[src/rtl/gpx_pkg.sv]
package gpx_pkg;

    localparam int BYTE_W    = 8;
    localparam int NUM_PORTS = 2;
    localparam int NUM_REGS  = 8;

    typedef enum logic [1:0] {
        ST_IDLE = 2'd0,
        ST_CMD  = 2'd1,
        ST_DATA = 2'd2,
        ST_READ = 2'd3
    } ctl_state_e;

    typedef enum logic [1:0] {
        GRP_IN  = 2'd0,
        GRP_OUT = 2'd1,
        GRP_POL = 2'd2,
        GRP_DIR = 2'd3
    } reg_grp_e;

endpackage

[src/rtl/gpx_sync.sv]
module gpx_sync #(
    parameter int WIDTH  = 16,
    parameter int STAGES = 2
) (
    input  logic             clk,
    input  logic             rst_n,
    input  logic [WIDTH-1:0] d_i,
    output logic [WIDTH-1:0] q_o
);

    logic [WIDTH-1:0] chain_q [STAGES];

    generate
        for (genvar s = 0; s < STAGES; s++) begin : g_stage
            if (s == 0) begin : g_first
                always_ff @(posedge clk or negedge rst_n) begin
                    if (!rst_n) chain_q[0] <= '0;
                    else        chain_q[0] <= d_i;
                end
            end else begin : g_rest
                always_ff @(posedge clk or negedge rst_n) begin
                    if (!rst_n) chain_q[s] <= '0;
                    else        chain_q[s] <= chain_q[s-1];
                end
            end
        end
    endgenerate

    assign q_o = chain_q[STAGES-1];

endmodule

[src/rtl/gpx_ctrl.sv]
module gpx_ctrl
    import gpx_pkg::*;
#(
    parameter int CMD_W   = BYTE_W,
    parameter int REG_CNT = NUM_REGS
) (
    input  logic             clk,
    input  logic             rst_n,
    input  logic             start_i,
    input  logic             stop_i,
    input  logic             wr_valid_i,
    input  logic [CMD_W-1:0] wr_data_i,
    input  logic             rd_req_i,
    output logic [CMD_W-1:0] ptr_o,
    output logic             reg_we_o,
    output logic             reg_re_o
);

    ctl_state_e       state_q, state_d;
    logic [CMD_W-1:0] ptr_q;
    logic             bnd;
    logic             wr_ev;
    logic             rd_ev;
    logic             cmd_ld;
    logic             ptr_in_map;

    assign bnd   = start_i | stop_i;
    assign wr_ev = wr_valid_i & ~bnd;
    assign rd_ev = rd_req_i & ~wr_valid_i & ~bnd;

    // state register
    always_ff @(posedge clk or negedge rst_n) begin
        if (!rst_n) state_q <= ST_IDLE;
        else        state_q <= state_d;
    end

    // next state
    always_comb begin
        state_d = state_q;
        if (start_i) begin
            state_d = ST_CMD;
        end else if (stop_i) begin
            state_d = ST_IDLE;
        end else begin
            unique case (state_q)
                ST_IDLE: if (rd_ev) state_d = ST_READ;
                ST_CMD: begin
                    if (wr_ev)      state_d = ST_DATA;
                    else if (rd_ev) state_d = ST_READ;
                end
                ST_DATA: if (rd_ev) state_d = ST_READ;
                ST_READ: state_d = ST_READ;
                default: state_d = ST_IDLE;
            endcase
        end
    end

    // outputs
    always_comb begin
        cmd_ld   = 1'b0;
        reg_we_o = 1'b0;
        unique case (state_q)
            ST_IDLE: ;
            ST_CMD:  cmd_ld   = wr_ev;
            ST_DATA: reg_we_o = wr_ev;
            ST_READ: ;
            default: ;
        endcase
        reg_re_o = rd_ev;
    end

    assign ptr_in_map = (ptr_q < CMD_W'(REG_CNT));

    always_ff @(posedge clk or negedge rst_n) begin
        if (!rst_n) begin
            ptr_q <= '0;
        end else if (cmd_ld) begin
            ptr_q <= wr_data_i;
        end else if ((reg_we_o || reg_re_o) && ptr_in_map) begin
            ptr_q <= {ptr_q[CMD_W-1:1], ~ptr_q[0]};
        end
    end

    assign ptr_o = ptr_q;

endmodule

[src/rtl/gpx_regbank.sv]
module gpx_regbank
    import gpx_pkg::*;
#(
    parameter int PORT_W = BYTE_W,
    parameter int PORTS  = NUM_PORTS,
    parameter int CMD_W  = BYTE_W
) (
    input  logic                    clk,
    input  logic                    rst_n,
    input  logic [CMD_W-1:0]        ptr_i,
    input  logic                    we_i,
    input  logic                    re_i,
    input  logic [PORT_W-1:0]       wdata_i,
    input  logic [PORTS*PORT_W-1:0] pin_sync_i,
    output logic [PORT_W-1:0]       rd_data_o,
    output logic                    rd_valid_o,
    output logic [PORTS*PORT_W-1:0] pin_oe_o,
    output logic [PORTS*PORT_W-1:0] pin_out_o
);

    localparam int PIN_W = PORTS * PORT_W;
    localparam logic [PORT_W-1:0] LATCH_RST = '1;
    localparam logic [PORT_W-1:0] POL_RST   = '0;
    localparam logic [PORT_W-1:0] DIR_RST   = '1;

    logic [PIN_W-1:0] out_flat;
    logic [PIN_W-1:0] pol_flat;
    logic [PIN_W-1:0] dir_flat;
    logic             in_map;
    reg_grp_e         grp;
    logic             port_sel;
    logic [PORT_W-1:0] rd_mux;

    assign in_map   = (ptr_i < CMD_W'(NUM_REGS));
    assign grp      = reg_grp_e'(ptr_i[2:1]);
    assign port_sel = ptr_i[0];

    generate
        for (genvar p = 0; p < PORTS; p++) begin : g_port
            logic [PORT_W-1:0] latch_q;
            logic [PORT_W-1:0] pol_q;
            logic [PORT_W-1:0] dir_q;
            logic              hit;

            assign hit = we_i && in_map && (port_sel == p[0]);

            always_ff @(posedge clk or negedge rst_n) begin
                if (!rst_n) begin
                    latch_q <= LATCH_RST;
                    pol_q   <= POL_RST;
                    dir_q   <= DIR_RST;
                end else if (hit) begin
                    unique case (grp)
                        GRP_IN:  ;
                        GRP_OUT: latch_q <= wdata_i;
                        GRP_POL: pol_q   <= wdata_i;
                        GRP_DIR: dir_q   <= wdata_i;
                        default: ;
                    endcase
                end
            end

            assign out_flat[p*PORT_W +: PORT_W]  = latch_q;
            assign pol_flat[p*PORT_W +: PORT_W]  = pol_q;
            assign dir_flat[p*PORT_W +: PORT_W]  = dir_q;
            assign pin_oe_o[p*PORT_W +: PORT_W]  = ~dir_q;
            assign pin_out_o[p*PORT_W +: PORT_W] = latch_q & ~dir_q;
        end
    endgenerate

    always_comb begin
        rd_mux = '0;
        if (in_map) begin
            unique case (grp)
                GRP_IN:  rd_mux = pin_sync_i[port_sel*PORT_W +: PORT_W]
                                ^ pol_flat[port_sel*PORT_W +: PORT_W];
                GRP_OUT: rd_mux = out_flat[port_sel*PORT_W +: PORT_W];
                GRP_POL: rd_mux = pol_flat[port_sel*PORT_W +: PORT_W];
                GRP_DIR: rd_mux = dir_flat[port_sel*PORT_W +: PORT_W];
                default: rd_mux = '0;
            endcase
        end
    end

    always_ff @(posedge clk or negedge rst_n) begin
        if (!rst_n) begin
            rd_data_o  <= '0;
            rd_valid_o <= 1'b0;
        end else begin
            rd_valid_o <= re_i;
            if (re_i) rd_data_o <= rd_mux;
        end
    end

endmodule

[src/rtl/gpx_core.sv]
module gpx_core
    import gpx_pkg::*;
#(
    parameter int PORT_W      = BYTE_W,
    parameter int SYNC_STAGES = 2
) (
    input  logic                          clk,
    input  logic                          rst_n,
    input  logic                          start_i,
    input  logic                          stop_i,
    input  logic                          wr_valid_i,
    input  logic [PORT_W-1:0]             wr_data_i,
    input  logic                          rd_req_i,
    output logic [PORT_W-1:0]             rd_data_o,
    output logic                          rd_valid_o,
    input  logic [NUM_PORTS*PORT_W-1:0]   pin_i,
    output logic [NUM_PORTS*PORT_W-1:0]   pin_oe_o,
    output logic [NUM_PORTS*PORT_W-1:0]   pin_out_o
);

    localparam int PIN_W = NUM_PORTS * PORT_W;

    logic [PIN_W-1:0]  pin_sync;
    logic [PORT_W-1:0] cmd_ptr;
    logic              reg_we;
    logic              reg_re;

    gpx_sync #(
        .WIDTH  (PIN_W),
        .STAGES (SYNC_STAGES)
    ) u_sync (
        .clk   (clk),
        .rst_n (rst_n),
        .d_i   (pin_i),
        .q_o   (pin_sync)
    );

    gpx_ctrl #(
        .CMD_W   (PORT_W),
        .REG_CNT (NUM_REGS)
    ) u_ctrl (
        .clk        (clk),
        .rst_n      (rst_n),
        .start_i    (start_i),
        .stop_i     (stop_i),
        .wr_valid_i (wr_valid_i),
        .wr_data_i  (wr_data_i),
        .rd_req_i   (rd_req_i),
        .ptr_o      (cmd_ptr),
        .reg_we_o   (reg_we),
        .reg_re_o   (reg_re)
    );

    gpx_regbank #(
        .PORT_W (PORT_W),
        .PORTS  (NUM_PORTS),
        .CMD_W  (PORT_W)
    ) u_bank (
        .clk        (clk),
        .rst_n      (rst_n),
        .ptr_i      (cmd_ptr),
        .we_i       (reg_we),
        .re_i       (reg_re),
        .wdata_i    (wr_data_i),
        .pin_sync_i (pin_sync),
        .rd_data_o  (rd_data_o),
        .rd_valid_o (rd_valid_o),
        .pin_oe_o   (pin_oe_o),
        .pin_out_o  (pin_out_o)
    );

endmodule

[config.mk]
export PLATFORM = sky130hd
export DESIGN_NAME = gpx_core
export DESIGN_NICKNAME = d
export VERILOG_FILES = /design/src/rtl/gpx_pkg.sv /design/src/rtl/gpx_sync.sv /design/src/rtl/gpx_ctrl.sv /design/src/rtl/gpx_regbank.sv /design/src/rtl/gpx_core.sv
export SDC_FILE = /design/constraint.sdc
export NUM_CORES = 1
export LEC_CHECK = 0
export BUFFER_PORTS_ARGS = -buffer_cell sky130_fd_sc_hd__buf_2
export CAP_MARGIN = 20
export CORE_ASPECT_RATIO = 0.5
export CORE_MARGIN = 8
export CORE_UTILIZATION = 45
export DETAILED_ROUTE_END_ITERATION = 6
export GPL_TIMING_DRIVEN = 0
export HOLD_SLACK_MARGIN = 0.15
export PLACE_DENSITY = 0.8
export SYNTH_ARGS = -nofsm -noshare
export SYNTH_HDL_FRONTEND = slang
export SYNTH_SLANG_ARGS = --single-unit
[constraint.sdc]
create_clock -name clk -period 1.91 [get_ports clk]
set_input_delay 0.191 -clock clk [delete_from_list [all_inputs] [get_ports clk]]
set_output_delay 0.191 -clock clk [all_outputs]
set_load 0.01 [all_outputs]
==> reports/summary.json <==
{
  "number_of_pins_exceeding_their_max_slew_limit_in_the_final_report": {"value": 0},
  "cts_buffers": {"value": 9},
  "critical_path.most_common_cell": {"value": "nor3_4"},
  "cts.sink_count": {"value": 99},
  "combPwrFrac": {"value": 17.3, "unit": "%"},
  "crit_path_kind": {"value": "reg2reg"},
  "synth.lib_cells_used.distinct": {"value": 34},
  "setup-tns-final": {"value": 0, "unit": "ps"},
  "synth_nets": {"value": 352},
  "postSynthRegisterBits": {"value": 99},
  "drt_pre_antenna_iters": {"value": 4},
  "ys_warn_count": {"value": 0},
  "fmax": {"value": 0.534, "unit": "GHz"},
  "hold_crit_class": {"value": "in2reg"},
  "synth_cells": {"value": 322},
  "grt-busiest-layer": {"value": "met2"},
  "dpl_worst_slack": {"value": -213, "unit": "ps"},
  "yosys_most_used_dff": {"value": "dfrtp_1"},
  "drcViolationCount": {"value": 0},
  "synthMostInstantiatedCell": {"value": "dfrtp_1"},
  "timing.critical_path.cells": {"value": "nor3_4 > nand2_4 > nor3_4 > nor3b_4 > buf_4 > mux2_2"},
  "relSlewSlack": {"value": 57.0, "unit": "%"},
  "yosys-top-cells-count": {"value": "dfrtp_1 (67), mux2_2 (46), dfstp_2 (32)"},
  "route.detailed.wl_per_inst": {"value": 19.0, "unit": "um"},
  "tot_gr_track_use": {"value": 16.2, "unit": "%"},
  "grt_first_pass_wirelength": {"value": 16300, "unit": "um"},
  "timing.final.crit_share": {"value": 98.1, "unit": "%"},
  "p_int": {"value": 3440, "unit": "uW"},
  "power.clock.fraction": {"value": 35.0, "unit": "%"},
  "buffer_ports.inserted": {"value": 70},
  "power.static_leakage": {"value": 0.00248, "unit": "uW"},
  "sequential_fraction_of_the_synthesis_area": {"value": 58.5, "unit": "%"},
  "synth-edff-count": {"value": 0},
  "power_per_unit_of_standard_cell_area": {"value": 875, "unit": "nW/um2"},
  "asyncSetResetFlopFracSynth": {"value": 100, "unit": "%"},
  "critical_path.max_stage_delay": {"value": 400, "unit": "ps"},
  "design.die.area": {"value": 13100, "unit": "um2"},
  "timing.final.hold_violations": {"value": 0},
  "fin_nets": {"value": 462},
  "insertion_delay": {"value": 340, "unit": "ps"},
  "floorplan.initialDensity": {"value": 46.0, "unit": "%"},
  "setup_viol_count_final": {"value": 0},
  "cp-end-kind": {"value": "flip-flop"},
  "detailed_place_hpwl": {"value": 6790, "unit": "um"},
  "ant_nets": {"value": 0},
  "num_vias": {"value": 2942},
  "critPathRequiredTime": {"value": 2180, "unit": "ps"},
  "grt-ovfl-total": {"value": 0},
  "cts.path.max_buffers": {"value": 2},
  "grt_use_met2": {"value": 27.2, "unit": "%"},
  "synth_largest_area_cell": {"value": "dfrtp_1"},
  "worst_path_dominant_cell_family": {"value": "simple AND/OR/NAND/NOR gates"},
  "switching_share": {"value": 27.5, "unit": "%"},
  "die-width": {"value": 154, "unit": "um"},
  "postSynthAreaPerCell": {"value": 13.4, "unit": "um2"},
  "cp_max_stage_cell": {"value": "dfrtp_1"},
  "core_region_area": {"value": 9350, "unit": "um2"},
  "synth_top_cell_area_share": {"value": 39.0, "unit": "%"},
  "globalplace.congestion": {"value": 0.768},
  "die-height": {"value": 85.1, "unit": "um"},
  "clock_tree.htree_level_count": {"value": 3},
  "synth_area_leaders": {"value": "dfrtp_1 (39%), dfstp_2 (20%), mux2_2 (12%), mux4_2 (4.2%), o21ai_0 (2.8%)"},
  "netSwitchingPower": {"value": 1310, "unit": "uW"},
  "ios": {"value": 71},
  "timing.critical_path.buf_inv": {"value": 1},
  "met1_demand_to_capacity_share_in_global_routing": {"value": 19.0, "unit": "%"},
  "vdd_drop_max": {"value": 0.000581, "unit": "V"},
  "root_cell_of_the_clock_tree": {"value": "clkbuf_16"},
  "met3_usage_grt": {"value": 4.71, "unit": "%"},
  "power_frac_seq": {"value": 47.7, "unit": "%"},
  "worst_slew_pin_slew": {"value": 644, "unit": "ps"},
  "vias_per_cell": {"value": 5.26},
  "clock_tree_from_tritoncts": {"value": "built"},
  "timing.critical_path.fanout_max": {"value": 5},
  "result_of_the_run": {"value": "complete, no violations"},
  "wl": {"value": 10600, "unit": "um"},
  "rsz0062_at_grt": {"value": "yes"},
  "grt_start_max_net_pins": {"value": 52},
  "first_global_vias": {"value": 3118},
  "mappedNetlistArea": {"value": 4300, "unit": "um2"},
  "final_layout_size_suffix_gt1_share": {"value": 48.3, "unit": "%"},
  "fp-row-count": {"value": 25},
  "area.growth.synth_to_final": {"value": 26.2, "unit": "%"},
  "worst_ep_arrival_time": {"value": 2150, "unit": "ps"},
  "max_cap_viol_count": {"value": 0},
  "fin_skew": {"value": 5.83, "unit": "ps"},
  "drt_iter0_drc": {"value": 202},
  "clk_pin_slew": {"value": 70, "unit": "ps"},
  "postLayoutSetupSlackWorst": {"value": 35.7, "unit": "ps"},
  "layout_min_cycle_time": {"value": 1870, "unit": "ps"},
  "antenna_found_initial": {"value": 0},
  "worstSetupStartpointType": {"value": "flip-flop"}
}
## timing repair
action                                  4_1_cts  5_1_grt
buffers inserted                              9        0
endpoints found under the hold margin        43        0
endpoints found under the setup margin       46       30
hold buffers                                 19        0
gates resized for setup                       2       14
pin swaps                                     2        0
## metal layers
layer	vias to the layer above	part of all wire, %	routed length, um
met2	97	50	5270
met4	0	2.7	291
met1	1470	42	4440
li1	1351	-	-
met3	24	5.6	597
met5	-	0	0
## logic make-up (layout without fill, tap and decap cells)
group                  after synthesis  in the layout  synth area share, %
other                                0              1                    0
AND/OR/NAND/NOR                     68             68                 10.2
XOR/XNOR                             3              3                0.611
flip-flops                          99             99                 58.5
AO/OA/AOI/OAI                       49             49                 6.46
buffers and inverters               32            147                 3.14
multiplexers                        71             71                 21.1
## sequential cells by signal, indices dropped and copies added (netlist names), 2 cells and up
signal                 cells
u_bank.g_port.dir_q       16
u_bank.g_port.latch_q     16
u_bank.g_port.pol_q       16
u_bank.rd_data_o           8
u_ctrl.ptr_o               8
u_ctrl.state_q             2
u_sync.chain_q            16
u_sync.q_o                16
## final timing paths
| path | cells past startpoint | startpoint | slack (ps) | endpoint |
|---|---|---|---|---|
| setup reg to reg | 6 | u_ctrl.ptr_o[7] | 40 | u_bank.g_port[0].latch_q[5] |
| min in group asynchronous | 2 | rst_n | 410 | u_bank.rd_data_o[1] |
| max in group asynchronous | 3 | rst_n | 800 | u_bank.g_port[0].dir_q[2] |
| setup / recovery | 6 | u_ctrl.ptr_o[7] | 40 | u_bank.g_port[0].latch_q[5] |
| hold / removal | 3 | rd_req_i | 160 | u_ctrl.state_q[1] |
| hold reg to reg | 0 | u_sync.chain_q[17] | 350 | u_sync.q_o[1] |
## worst min-delay path, delay by kind of cell
family                 cells  cell delay [ps]
buffers and inverters      1              100
AND/OR/NAND/NOR            1               80
AO/OA/AOI/OAI              1               90
## layout by cell type (no fill, tap or decap), types with 17 or more instances in the layout
cell type,synthesis,routed
buf_2,6,74
dfrtp_1,67,67
dfstp_2,32,32
dlygate4sd3_1,0,19
inv_1,18,18
mux2_2,46,46
nand2_1,17,17
nor2b_1,18,18
o21ai_0,24,24
## through the flow
stage / power (uW) / std cells / hold slack [ps] / cell area, um2 / util [%]
after floorplan: 2760 / 322 / -105 / 4300 / -
after global placement: 3010 / 513 / 298 / 4800 / 51.4
after detailed placement: 3040 / 514 / 256 / 4830 / 51.7
after CTS: 4730 / 558 / 150 / 5380 / 57.5
after global routing: 4910 / 558 / 189 / 5430 / 58.0
final: 4750 / 559 / 161 / 5430 / 58.0
## final cells by class
type,count,area (um2)
Inverter,19,71.3
Multi-Input combinational cell,191,1680
Tap cell,121,151
Sequential cell,99,2520
Timing Repair Buffer,99,654
Antenna cell,1,2.50
Buffer,13,81.3
Fill cell,740,3930
Clock buffer,11,243
Clock inverter,5,28.8
## power groups by stage
stage	clock (uW)	sequential (uW)	combinational, uW
2_1_floorplan	0	2280	477
3_3_place_gp	0	2290	719
3_5_place_dp	0	2290	745
4_1_cts	1680	2260	787
5_1_grt	1770	2280	872
6_report	1660	2270	820
Power figures use the tool's default switching activity.
